--- src/rtl/cck_pkg.sv ---
// Package: shared constants and register address codes for the
// cursor color-key stage. Assumes a 3-bit register address space.
package cck_pkg;
    localparam int ADDR_W = 3;
    localparam int DATA_W = 32;

    typedef enum logic [ADDR_W-1:0] {
        ADR_KEY  = 3'd0,
        ADR_MASK = 3'd1,
        ADR_COLA = 3'd2,
        ADR_COLB = 3'd3,
        ADR_CTRL = 3'd4
    } cck_addr_e;

    localparam int NUM_WORDS = 4;   // key, mask, color A, color B
endpackage

--- src/rtl/cck_regs.sv ---
// Module: cck_regs
// Holds the key, mask, two cursor colors and the bit-select.
// Assumes address codes from cck_pkg; pixel-wide words keep only the
// low PIX_W bits; the bit-select sits at SEL_LSB in the control word.
module cck_regs
    import cck_pkg::*;
#(
    parameter int PIX_W   = 24,
    parameter int SEL_W   = 5,
    parameter int SEL_LSB = 24
) (
    input  logic              clk,
    input  logic              rst_n,
    input  logic              wr_en,
    input  logic [ADDR_W-1:0] wr_addr,
    input  logic [DATA_W-1:0] wr_data,
    output logic [PIX_W-1:0]  key,
    output logic [PIX_W-1:0]  mask,
    output logic [PIX_W-1:0]  col_a,
    output logic [PIX_W-1:0]  col_b,
    output logic [SEL_W-1:0]  sel
);
    generate
        for (genvar g = 0; g < NUM_WORDS; g++) begin : g_word
            logic [PIX_W-1:0] q;
            // Capture the low pixel-wide field on a write to this word.
            always_ff @(posedge clk) begin
                if (!rst_n)
                    q <= '0;
                else if (wr_en && wr_addr == ADDR_W'(g))
                    q <= wr_data[PIX_W-1:0];
            end
        end
    endgenerate

    assign key   = g_word[0].q;
    assign mask  = g_word[1].q;
    assign col_a = g_word[2].q;
    assign col_b = g_word[3].q;

    // Capture the bit-select field of the control word.
    always_ff @(posedge clk) begin
        if (!rst_n)
            sel <= '0;
        else if (wr_en && wr_addr == ADR_CTRL)
            sel <= wr_data[SEL_LSB+SEL_W-1:SEL_LSB];
    end
endmodule

--- src/rtl/cck_match.sv ---
// Module: cck_match
// Combinational masked key compare and cursor color choice.
// Assumes a bit-select at or above PIX_W picks color A.
module cck_match #(
    parameter int PIX_W = 24,
    parameter int SEL_W = 5
) (
    input  logic [PIX_W-1:0] pix,
    input  logic [PIX_W-1:0] key,
    input  logic [PIX_W-1:0] mask,
    input  logic [PIX_W-1:0] col_a,
    input  logic [PIX_W-1:0] col_b,
    input  logic [SEL_W-1:0] sel,
    output logic [PIX_W-1:0] result
);
    logic hit;
    logic pick_b;

    // A hit means the masked bits of pixel and key agree.
    always_comb hit = ((pix ^ key) & mask) == '0;

    // Pick the pixel bit named by sel; out-of-range selects give 0.
    always_comb begin
        pick_b = 1'b0;
        for (int i = 0; i < PIX_W; i++)
            if (sel == SEL_W'(i))
                pick_b = pix[i];
    end

    // Replace on a hit, otherwise pass the pixel through.
    always_comb result = hit ? (pick_b ? col_b : col_a) : pix;
endmodule

--- src/rtl/cursor_key_sub.sv ---
// Module: cursor_key_sub
// Top of the masked cursor color-key stage: register bank, match
// logic and a one-cycle output register. Assumes writes and pixels
// share clk; a write affects pixels sampled from the next edge on.
module cursor_key_sub
    import cck_pkg::*;
#(
    parameter int PIX_W   = 24,
    parameter int SEL_W   = 5,
    parameter int SEL_LSB = 24
) (
    input  logic              clk,
    input  logic              rst_n,
    input  logic              wr_en,
    input  logic [ADDR_W-1:0] wr_addr,
    input  logic [DATA_W-1:0] wr_data,
    input  logic              in_valid,
    input  logic [PIX_W-1:0]  in_pix,
    output logic              out_valid,
    output logic [PIX_W-1:0]  out_pix
);
    logic [PIX_W-1:0] key_w, mask_w, col_a_w, col_b_w, result_w;
    logic [SEL_W-1:0] sel_w;

    cck_regs #(.PIX_W(PIX_W), .SEL_W(SEL_W), .SEL_LSB(SEL_LSB)) u_regs (
        .clk     (clk),
        .rst_n   (rst_n),
        .wr_en   (wr_en),
        .wr_addr (wr_addr),
        .wr_data (wr_data),
        .key     (key_w),
        .mask    (mask_w),
        .col_a   (col_a_w),
        .col_b   (col_b_w),
        .sel     (sel_w)
    );

    cck_match #(.PIX_W(PIX_W), .SEL_W(SEL_W)) u_match (
        .pix    (in_pix),
        .key    (key_w),
        .mask   (mask_w),
        .col_a  (col_a_w),
        .col_b  (col_b_w),
        .sel    (sel_w),
        .result (result_w)
    );

    // Delay the qualifier by one cycle.
    always_ff @(posedge clk) begin
        if (!rst_n)
            out_valid <= 1'b0;
        else
            out_valid <= in_valid;
    end

    // Register the result only for valid pixels.
    always_ff @(posedge clk) begin
        if (!rst_n)
            out_pix <= '0;
        else if (in_valid)
            out_pix <= result_w;
    end
endmodule

--- config.mk ---
export PLATFORM = sky130hd
export DESIGN_NAME = cursor_key_sub
export DESIGN_NICKNAME = d
export VERILOG_FILES = /design/src/rtl/cck_pkg.sv /design/src/rtl/cck_regs.sv /design/src/rtl/cck_match.sv /design/src/rtl/cursor_key_sub.sv
export SDC_FILE = /design/constraint.sdc
export NUM_CORES = 1
export LEC_CHECK = 0
export BUFFER_PORTS_ARGS = -buffer_cell sky130_fd_sc_hd__buf_2
export CORE_ASPECT_RATIO = 0.9
export CORE_MARGIN = 2
export CORE_UTILIZATION = 40
export DETAILED_ROUTE_END_ITERATION = 10
export SLEW_MARGIN = 15
export SYNTH_ARGS = -nofsm -noshare
export SYNTH_HDL_FRONTEND = slang
export SYNTH_SLANG_ARGS = --single-unit
--- constraint.sdc ---
create_clock -name clk -period 3.15 [get_ports clk]
set_clock_uncertainty 0.1 [all_clocks]
set_input_delay 0.4725 -clock clk [delete_from_list [all_inputs] [get_ports clk]]
set_output_delay 0.4725 -clock clk [all_outputs]
set_load 0.02 [all_outputs]
==> impl_metrics.ini, run 1 <==
[sta]
setup_ws_ps = 510.1
period_needed_ps = 2640
fin_hold_ws_ps = 209.8
fin_setup_tns_ps = 0
finalSetupViolCount = 0
clock.fmax_mhz = 378.8
grt_setup_unrepaired = no
tightest_slew_ps = 881.5
min_period_over_period = 0.8381
hold_viol_final = 0
slew_violations = 0
relSlewSlack = 0.4109

[cts]
post-cts-setup-buffer-count = 0
cts-buffers-inserted = 17
root_buffer = clkbuf_16
cts_max_path_buffers = 2
cts.sinks = 126
htreeDepth = 4
clk_pin_slew_ps = 50
hold_buffers = 0
cts_tree = built
cts_resized = 0
clk_latency_ps = 410

[min_path]
worstHoldPathCells = 3
hp-class = primary input to flip-flop

[yosys]
synth_warnings = 0
synth.mux.area_fraction = 0.01885
synth_compound_area_frac = 0.2859
synth_top_cell_by_area = dfxtp_1
yosysUniqueCellTypes = 46
synth_top_family_by_area = compound AO/OA/AOI/OAI gates
netlist_area_mm2 = 0.005973
synth_area_per_cell_um2 = 8.094
yosys.area_share.simple = 0.1866
synth_area_leaders = dfxtp_1 42%, nand2_1 12%, a21oi_1 8.5%, clkbuf_1 3.6%, o311ai_0 3.5%
synth_fa_ha_area_frac = 0
syn-num-nets = 801
synth_edf_count = 0
synthDominantCellAreaShare = 0.4223
synth-seq-area-share = 0.4223
yosys.area_share.xor_xnor = 0.03519
syn_inst = 738
synth-seq-cells = 126
synth_flop_cell = dfxtp_1
synth-async-reset-ratio = 0

[global_routing]
grt_max_degree = 49
antenna_found_initial = 0
grt_pass1_wl_um = 30560
grt_pass1_vias = 5628
grt.overflow.total = 0
track_usage = 0.2513

[final_layout]
finalNonFillerCells = 1004
areaGrowthSynthToFinish_pct = 19.44
nNetsFinal = 856
layout_commonest_cell = nand2_1
fillers = 1406
drive_above_1_share = 0.1849
final_cell_area_mm2 = 0.007134
final_cell_mix = 196 x nand2_1, 126 x dfxtp_1, 101 x a21oi_1
ff_latch_area_mm2 = 0.002522
final_util = 0.4866
multi_input_area_mm2 = 0.003153
diodes = 0

[setup_path]
cp.depth = 7
worstPathRequired_ps = 3320
critPathArrivalTime_ps = 2810
path_buf_inv = 2
path_delay_family = compound AO/OA/AOI/OAI gates
start_kind = flip-flop
crit_slowest_cell = dfxtp_1
crit_chain = inv_1, a2111oi_0, o31ai_1, nor3_2, or3_1, buf_12, o221ai_1
crit_path_end_kind = flip-flop
crit_path_max_incr_delay_ps = 610
path_class = flip-flop to flip-flop
r2r_cells = 7
crit_fanout = 24

[placement]
place_area_mm2 = 0.006540
hpwl_um = 13080
place_ws_ps = 583.8
port-buffer-count = 84
gp_congestion = 0.8579
place_inst = 972

[power]
combPwrFrac = 0.113
p_clk_frac = 0.475
power.total_mw = 4.077
p_sw_frac = 0.2549
power.switching_mw = 1.039
powerDensity_mw_per_mm2 = 571.5
p_seq_frac = 0.412
leakagePower_nw = 2.543
irDropWorstVdd_v = 0.0003662
p_int_mw = 3.038

[run_status]
run_status = completed

[routing]
drt-total-wl_um = 19540
via_per_inst = 5.769
vias = 5792
drtPass1Iterations = 5
routedWlPerCell_um = 19.47
drc_errors = 0
drtIter0Drc = 467
ant_nets = 0

[floorplanning]
fp.dieH_um = 119.9
die_w_um = 132.8
die_area_mm2 = 0.01593
initial_core_util = 0.4074
coreArea_mm2 = 0.01466
io_pins = 88
std_cell_rows = 42

[job]
max-cap-violations = 0
## power by group through the flow
stage	Clock (mW)	Sequential (mW)	Combinational [mW]
4_1_cts	1.96	1.68	0.455
6_report	1.94	1.68	0.459
3_3_place_gp	0	1.71	0.443
2_1_floorplan	0	1.73	0.239
3_5_place_dp	0	1.71	0.453
5_1_grt	2.03	1.69	0.494
## routing by layer
metal | GRT usage | share of wire
met5 | 0 | 0
met4 | 0.08401 | 0.013
met3 | 0.04985 | 0.070
met2 | 0.3902 | 0.46
met1 | 0.3498 | 0.46
## final timing paths
kind | slack [ps] | endpoint | from
hold / removal | 210 | u_regs.sel[3] | wr_data[27]
hold reg to reg | 350 | u_regs.mask[0] | u_regs.mask[0]
setup reg to reg | 510 | out_pix[4] | u_regs.sel[2]
setup / recovery | 510 | out_pix[4] | u_regs.sel[2]
## logic make-up (layout without fill, tap and decap cells)
kind of cell,count (synthesis),in the layout
buffers and inverters,72,140
XOR/XNOR,24,24
multiplexers,11,11
flip-flops,126,126
AND/OR/NAND/NOR,258,258
AO/OA/AOI/OAI,247,247
## cells in the mapped netlist (2+ instances only)
cell type,count
nand2_1,196
dfxtp_1,126
a21oi_1,101
clkbuf_1,58
nor2b_1,28
a31oi_1,25
o211ai_1,24
o21a_1,24
o311ai_0,24
xor2_1,24
o221ai_1,14
a22oi_1,13
o221ai_2,10
mux2i_1,9
nor2_1,9
inv_1,5
and4_1,4
buf_2,4
buf_6,4
nand3_1,4
nor3_1,3
and2_1,2
and3_1,2
mux2_2,2
or3_1,2
## registers in the layout (all words and copies together) (netlist names)
| register | flops |
|---|---|
| out_valid | 1 |
| u_regs.mask | 24 |
| u_regs.col_a | 24 |
| u_regs.key | 24 |
| u_regs.col_b | 24 |
| u_regs.sel | 5 |
| out_pix | 24 |
## worst reg2reg max path: stages (launching register included)
cell and delay, ps:
dfxtp_1 610, inv_1 240, a2111oi_0 550, o31ai_1 180, nor3_2 250, or3_1 180
buf_12 210, o221ai_1 170
## cell type report
| class | count | share of cell area |
|---|---|---|
| Clock inverter | 4 | 0.006664 |
| Multi-Input combinational cell | 540 | 0.4419 |
| Sequential cell | 126 | 0.3536 |
| Timing Repair Buffer | 102 | 0.08313 |
| Clock buffer | 28 | 0.07664 |
| Tap cell | 198 | 0.03472 |
| Inverter | 6 | 0.003332 |
No activity file was read; power rests on OpenSTA's default activity.
==> inputs of run 2 (changes only) <==
clock period = 2.2 ns   (was 3.15 ns; I/O delays follow)
==> run 2 against run 1 <==
The flow now finishes with violations (negative setup slack). Die area unchanged. Combinational power rose by 71%. Hold slack worse by 140 ps. Worst setup slack got worse by 510 ps. Cell area rose by 8.7%. Global-route usage hardly changed. Final cell count increased by 2.6%. Register-to-register slack got worse by 510 ps. Routed wire length is 7.0% higher. Sequential cell count unchanged. Largest power group unchanged.
==> impl_metrics.ini, run 2 (same netlist as run 1, synthesis figures left out) <==
[routing]
vias = 5900
drtIter0Drc = 512
routedWlPerCell_um = 20.30
drt-total-wl_um = 20910
ant_nets = 0
drc_errors = 0
via_per_inst = 5.728
drtPass1Iterations = 5

[cts]
clk_pin_slew_ps = 50
cts.sinks = 126
htreeDepth = 4
cts_max_path_buffers = 2
cts-buffers-inserted = 17
cts_tree = built
root_buffer = clkbuf_16
clk_latency_ps = 420

[final_layout]
nNetsFinal = 883
diodes = 0
fillers = 1352
areaGrowthSynthToFinish_pct = 29.79
finalNonFillerCells = 1030
final_cell_mix = 196 x nand2_1, 123 x dfxtp_1, 100 x a21oi_1
layout_commonest_cell = nand2_1
drive_above_1_share = 0.2596

[placement]
gp_congestion = 0.8569
hpwl_um = 13370
port-buffer-count = 84
place_inst = 994

[floorplanning]
die_area_mm2 = 0.01593
coreArea_mm2 = 0.01466
std_cell_rows = 42
io_pins = 88
fp.dieH_um = 119.9
die_w_um = 132.8
initial_core_util = 0.4074

[sta]
tightest_slew_ps = 635.4
slew_violations = 0
fin_hold_ws_ps = 67.68
min_period_over_period = 1.000
setup_ws_ps = -0.07971
grt_setup_unrepaired = yes
period_needed_ps = 2200
hold_viol_final = 0
finalSetupViolCount = 1
relSlewSlack = 0.5764
clock.fmax_mhz = 454.5

[setup_path]
worstPathRequired_ps = 2380
crit_fanout = 12
crit_path_end_kind = flip-flop
critPathArrivalTime_ps = 2380
start_kind = flip-flop
path_class = flip-flop to flip-flop

[run_status]
violations = negative setup slack
run_status = complete, but fails checks

[global_routing]
antenna_found_initial = 0
grt.overflow.total = 0
grt_pass1_vias = 5634
grt_pass1_wl_um = 30750
grt_max_degree = 67
track_usage = 0.2513

[power]
powerDensity_mw_per_mm2 = 776.3
leakagePower_nw = 2.768
irDropWorstVdd_v = 0.0005323

[min_path]
hp-class = primary input to flip-flop

[job]
max-cap-violations = 0
run 2: cell types whose count changed in the layout (fill, tap and decap cells not counted), sizes merged:
cell      delta
buf         +24
clkinv       +2
bufinv       +1
clkinvlp     -1
run 2: layer usage:
metal | track usage | part of all wire | up-vias
met5 | 0 | 0 | -
met4 | 0.08871 | 0.020 | 0
li1 | - | - | 2788
met1 | 0.3367 | 0.44 | 2846
met3 | 0.07224 | 0.085 | 36
met2 | 0.3870 | 0.46 | 230
run 2: final timing paths:
kind,startpoint,to,slack [ps],cells after the start
max,u_regs.sel[0],out_pix[4],-0.08,9
min,wr_data[24],u_regs.sel[0],70,3
max reg2reg,u_regs.sel[0],out_pix[4],-0.08,9
min reg2reg,u_regs.col_a[21],u_regs.col_a[21],350,2
run 2: cell type report:
cell class,instances,area [µm²],share of cell area
clock inverters,6,80.08,0.01033
well taps,198,247.7,0.03196
inverters,6,23.77,0.003066
flip-flops and latches,126,2531,0.3265
multi-input cells,540,3461,0.4464
repair buffers,129,893.4,0.1152
clock buffers,25,515.5,0.06649
run 2: repair_timing:
action | CTS | global route
hold buffers | 0 | 0
resized for setup | 21 | 70
setup buffers | 0 | 3
endpoints found under the hold margin | 0 | 0
pin swaps | 1 | 11
endpoints found under the setup margin | 24 | 24
cloned | 0 | 3
run 2: metrics by stage:
step / setup TNS (ps) / util / setup WS (ps) / instance area (µm²) / power (mW)
global route: -701.0 / 0.5288 / -45.24 / 7752 / 6.192
finish: -0.07971 / 0.5288 / -0.07971 / 7752 / 6.018
CTS: 0 / 0.5023 / 1.021 / 7365 / 5.961
global placement: -1427 / 0.4599 / -78.08 / 6743 / 3.132
detailed placement: -2111 / 0.4599 / -141.5 / 6743 / 3.147
floorplan: 0 / - / 16.02 / 5973 / 2.814
run 2: where the power goes:
group	internal (mW)	switching [mW]
clock network	1.83	0.994
registers	2.35	0.0530
logic	0.276	0.511
total	4.46	1.56
run 2: worst max-delay path: stages, from the launching register on:
cell,delay [ps]
dfxtp_4,360
buf_8,150
buf_4,140
nand2_1,80
a2bb2oi_1,320
o31ai_4,160
nor3_4,250
or3_4,220
buf_12,150
o221ai_1,120
==> inputs of run 3 (changes only) <==
CELL_PAD_IN_SITES_DETAIL_PLACEMENT = 0   (was default)
CELL_PAD_IN_SITES_GLOBAL_PLACEMENT = 2   (was default)
CORE_UTILIZATION = 30   (was 40)
CTS_CLUSTER_DIAMETER = 150   (was default)
PLACE_DENSITY_LB_ADDON = 0.1   (was default)
==> run 3 against run 2 <==
The flow still finishes with violations (negative setup slack). Sequential share of layout area up 0.45 points. Sequential cell count unchanged. Die area up 32%. Sequential power about the same. Global-route usage down 3.6 points. Cell area down 1.6%. Critical endpoint is now out_pix[3]. Via count down 0.56%. Total power down 2.7%. Routed wire length up 11%. First-iteration DRC count down 30%. Highest routed layer unchanged. Final cell count up 5.7%.
==> impl_metrics.ini, run 3 (same netlist as run 1, synthesis figures left out) <==
[setup_path]
crit_slowest_cell = or3_4
crit_top_cell = buf_12
crit_path_max_incr_delay_ps = 440
critPathArrivalTime_ps = 2440
crit_fanout = 12
crit_path_end_kind = flip-flop
path_class = flip-flop to flip-flop
crit_chain = buf_12, or3_1, a31oi_2, nor3_4, or3_4, buf_12, o221ai_1
worstPathRequired_ps = 2430
start_kind = flip-flop

[routing]
routedWlPerCell_um = 21.33
drtPass1Iterations = 5
vias = 5867
drc_errors = 0
ant_nets = 0
via_per_inst = 5.388
drt-total-wl_um = 23230
drtIter0Drc = 357

[cts]
cts_max_path_buffers = 2
clk_pin_slew_ps = 50
cts.sinks = 126
cts-buffers-inserted = 17
post-cts-setup-buffer-count = 0
clk_latency_ps = 410
root_buffer = clkbuf_16
htreeDepth = 4
cts_tree = built

[final_layout]
final_util = 0.3946
final_cell_area_mm2 = 0.007631
fillers = 2007
diodes = 0
final_cell_mix = 196 x nand2_1, 123 x dfxtp_1, 100 x a21oi_1
drive_above_1_share = 0.2300
nNetsFinal = 889
layout_commonest_cell = nand2_1
areaGrowthSynthToFinish_pct = 27.75

[power]
power.switching_mw = 1.611
p_sw_frac = 0.2751
combPwrFrac = 0.139
p_seq_frac = 0.411
powerDensity_mw_per_mm2 = 767.3
irDropWorstVdd_v = 0.0004900
p_int_mw = 4.245
leakagePower_nw = 2.784
p_clk_frac = 0.450

[global_routing]
antenna_found_initial = 0
track_usage = 0.2152
grt_max_degree = 49
grt.overflow.total = 0
grt_pass1_wl_um = 33610
grt_pass1_vias = 5530

[placement]
port-buffer-count = 84
hpwl_um = 15230
place_ws_ps = -220.6
place_area_mm2 = 0.006929
gp_congestion = 0.8092

[floorplanning]
std_cell_rows = 48
io_pins = 88
coreArea_mm2 = 0.01934
fp.dieH_um = 137.9
initial_core_util = 0.3089
die_w_um = 152.7
die_area_mm2 = 0.02106

[job]
max-cap-violations = 0

[run_status]
run_status = complete, but fails checks
violations = negative setup slack

[sta]
period_needed_ps = 2215
relSlewSlack = 0.5848
min_period_over_period = 1.007
finalSetupViolCount = 2
setup_ws_ps = -15.16
fin_hold_ws_ps = 54.78
hold_viol_final = 0
slew_violations = 0
grt_setup_unrepaired = yes
clock.fmax_mhz = 451.4
fin_setup_tns_ps = -17.20
tightest_slew_ps = 622.8

[min_path]
hp-class = primary input to flip-flop
-- run 3: changes by cell type in the layout (fill, tap and decap cells not counted), moves of 3 or more --
cell,delta
buf_4,+6
o311ai_2,-16
o221ai_1,+4
buf_12,+4
o311ai_1,+13
clkbuf_8,-6
o221ai_2,-4
clkbuf_1,+4
o311ai_0,+3
-- run 3: metrics by stage --
stage                     std cells  total power, mW
after CTS                      1088            5.877
after floorplan                 738            2.814
after global placement         1055            3.180
after global routing           1089            6.074
after detailed placement       1055            3.193
final                          1089            5.855
-- run 3: path summary, 6_finish.rpt --
| check | start | endpoint | slack (ps) | cells past startpoint |
|---|---|---|---|---|
| worst max-delay path | u_regs.sel[0] | out_pix[3] | -20 | 7 |
| worst min-delay path | wr_data[24] | u_regs.sel[0] | 50 | 3 |
| worst max register to register | u_regs.sel[0] | out_pix[3] | -20 | 7 |
| worst min register to register | u_regs.col_a[22] | u_regs.col_a[22] | 360 | 2 |
-- run 3: area by class of cell --
| cell class | instances | area (µm²) | share of cell area |
|---|---|---|---|
| multi-input combinational | 540 | 3252 | 0.4261 |
| sequential | 126 | 2526 | 0.3310 |
| timing repair buffer | 135 | 977.2 | 0.1281 |
| clock buffer | 25 | 475.5 | 0.06231 |
| tap | 250 | 312.8 | 0.04099 |
| clock inverter | 7 | 62.56 | 0.008198 |
| inverter | 6 | 25.02 | 0.003279 |
-- run 3: timing repair --
item | CTS | global route
gates resized for setup | 28 | 17
hold buffers | 0 | 0
cloned | 1 | 1
endpoints found under the setup margin | 24 | 24
pin swaps | 5 | 1
-- run 3: critical path, delay by kind of cell, from the launching register on --
family / cells / cell delay [ps]
compound gates: 2 / 450
flops: 1 / 340
buf+inv: 2 / 320
simple gates: 3 / 910
-- run 3: per-layer routing --
| layer | global-route usage | up-vias | share of wire |
|---|---|---|---|
| li1 | - | 2810 | - |
| met1 | 0.2989 | 2876 | 0.48 |
| met2 | 0.3421 | 160 | 0.45 |
| met3 | 0.04156 | 21 | 0.053 |
| met4 | 0.06276 | 0 | 0.013 |
| met5 | 0 | - | 0 |
-- run 3: power groups by stage --
stage	sequential [mW]	clock (mW)	combinational [mW]
floorplan	2.47	0	0.342
global placement	2.45	0	0.730
detailed placement	2.45	0	0.741
CTS	2.40	2.70	0.778
global route	2.41	2.80	0.866
finish	2.40	2.64	0.815
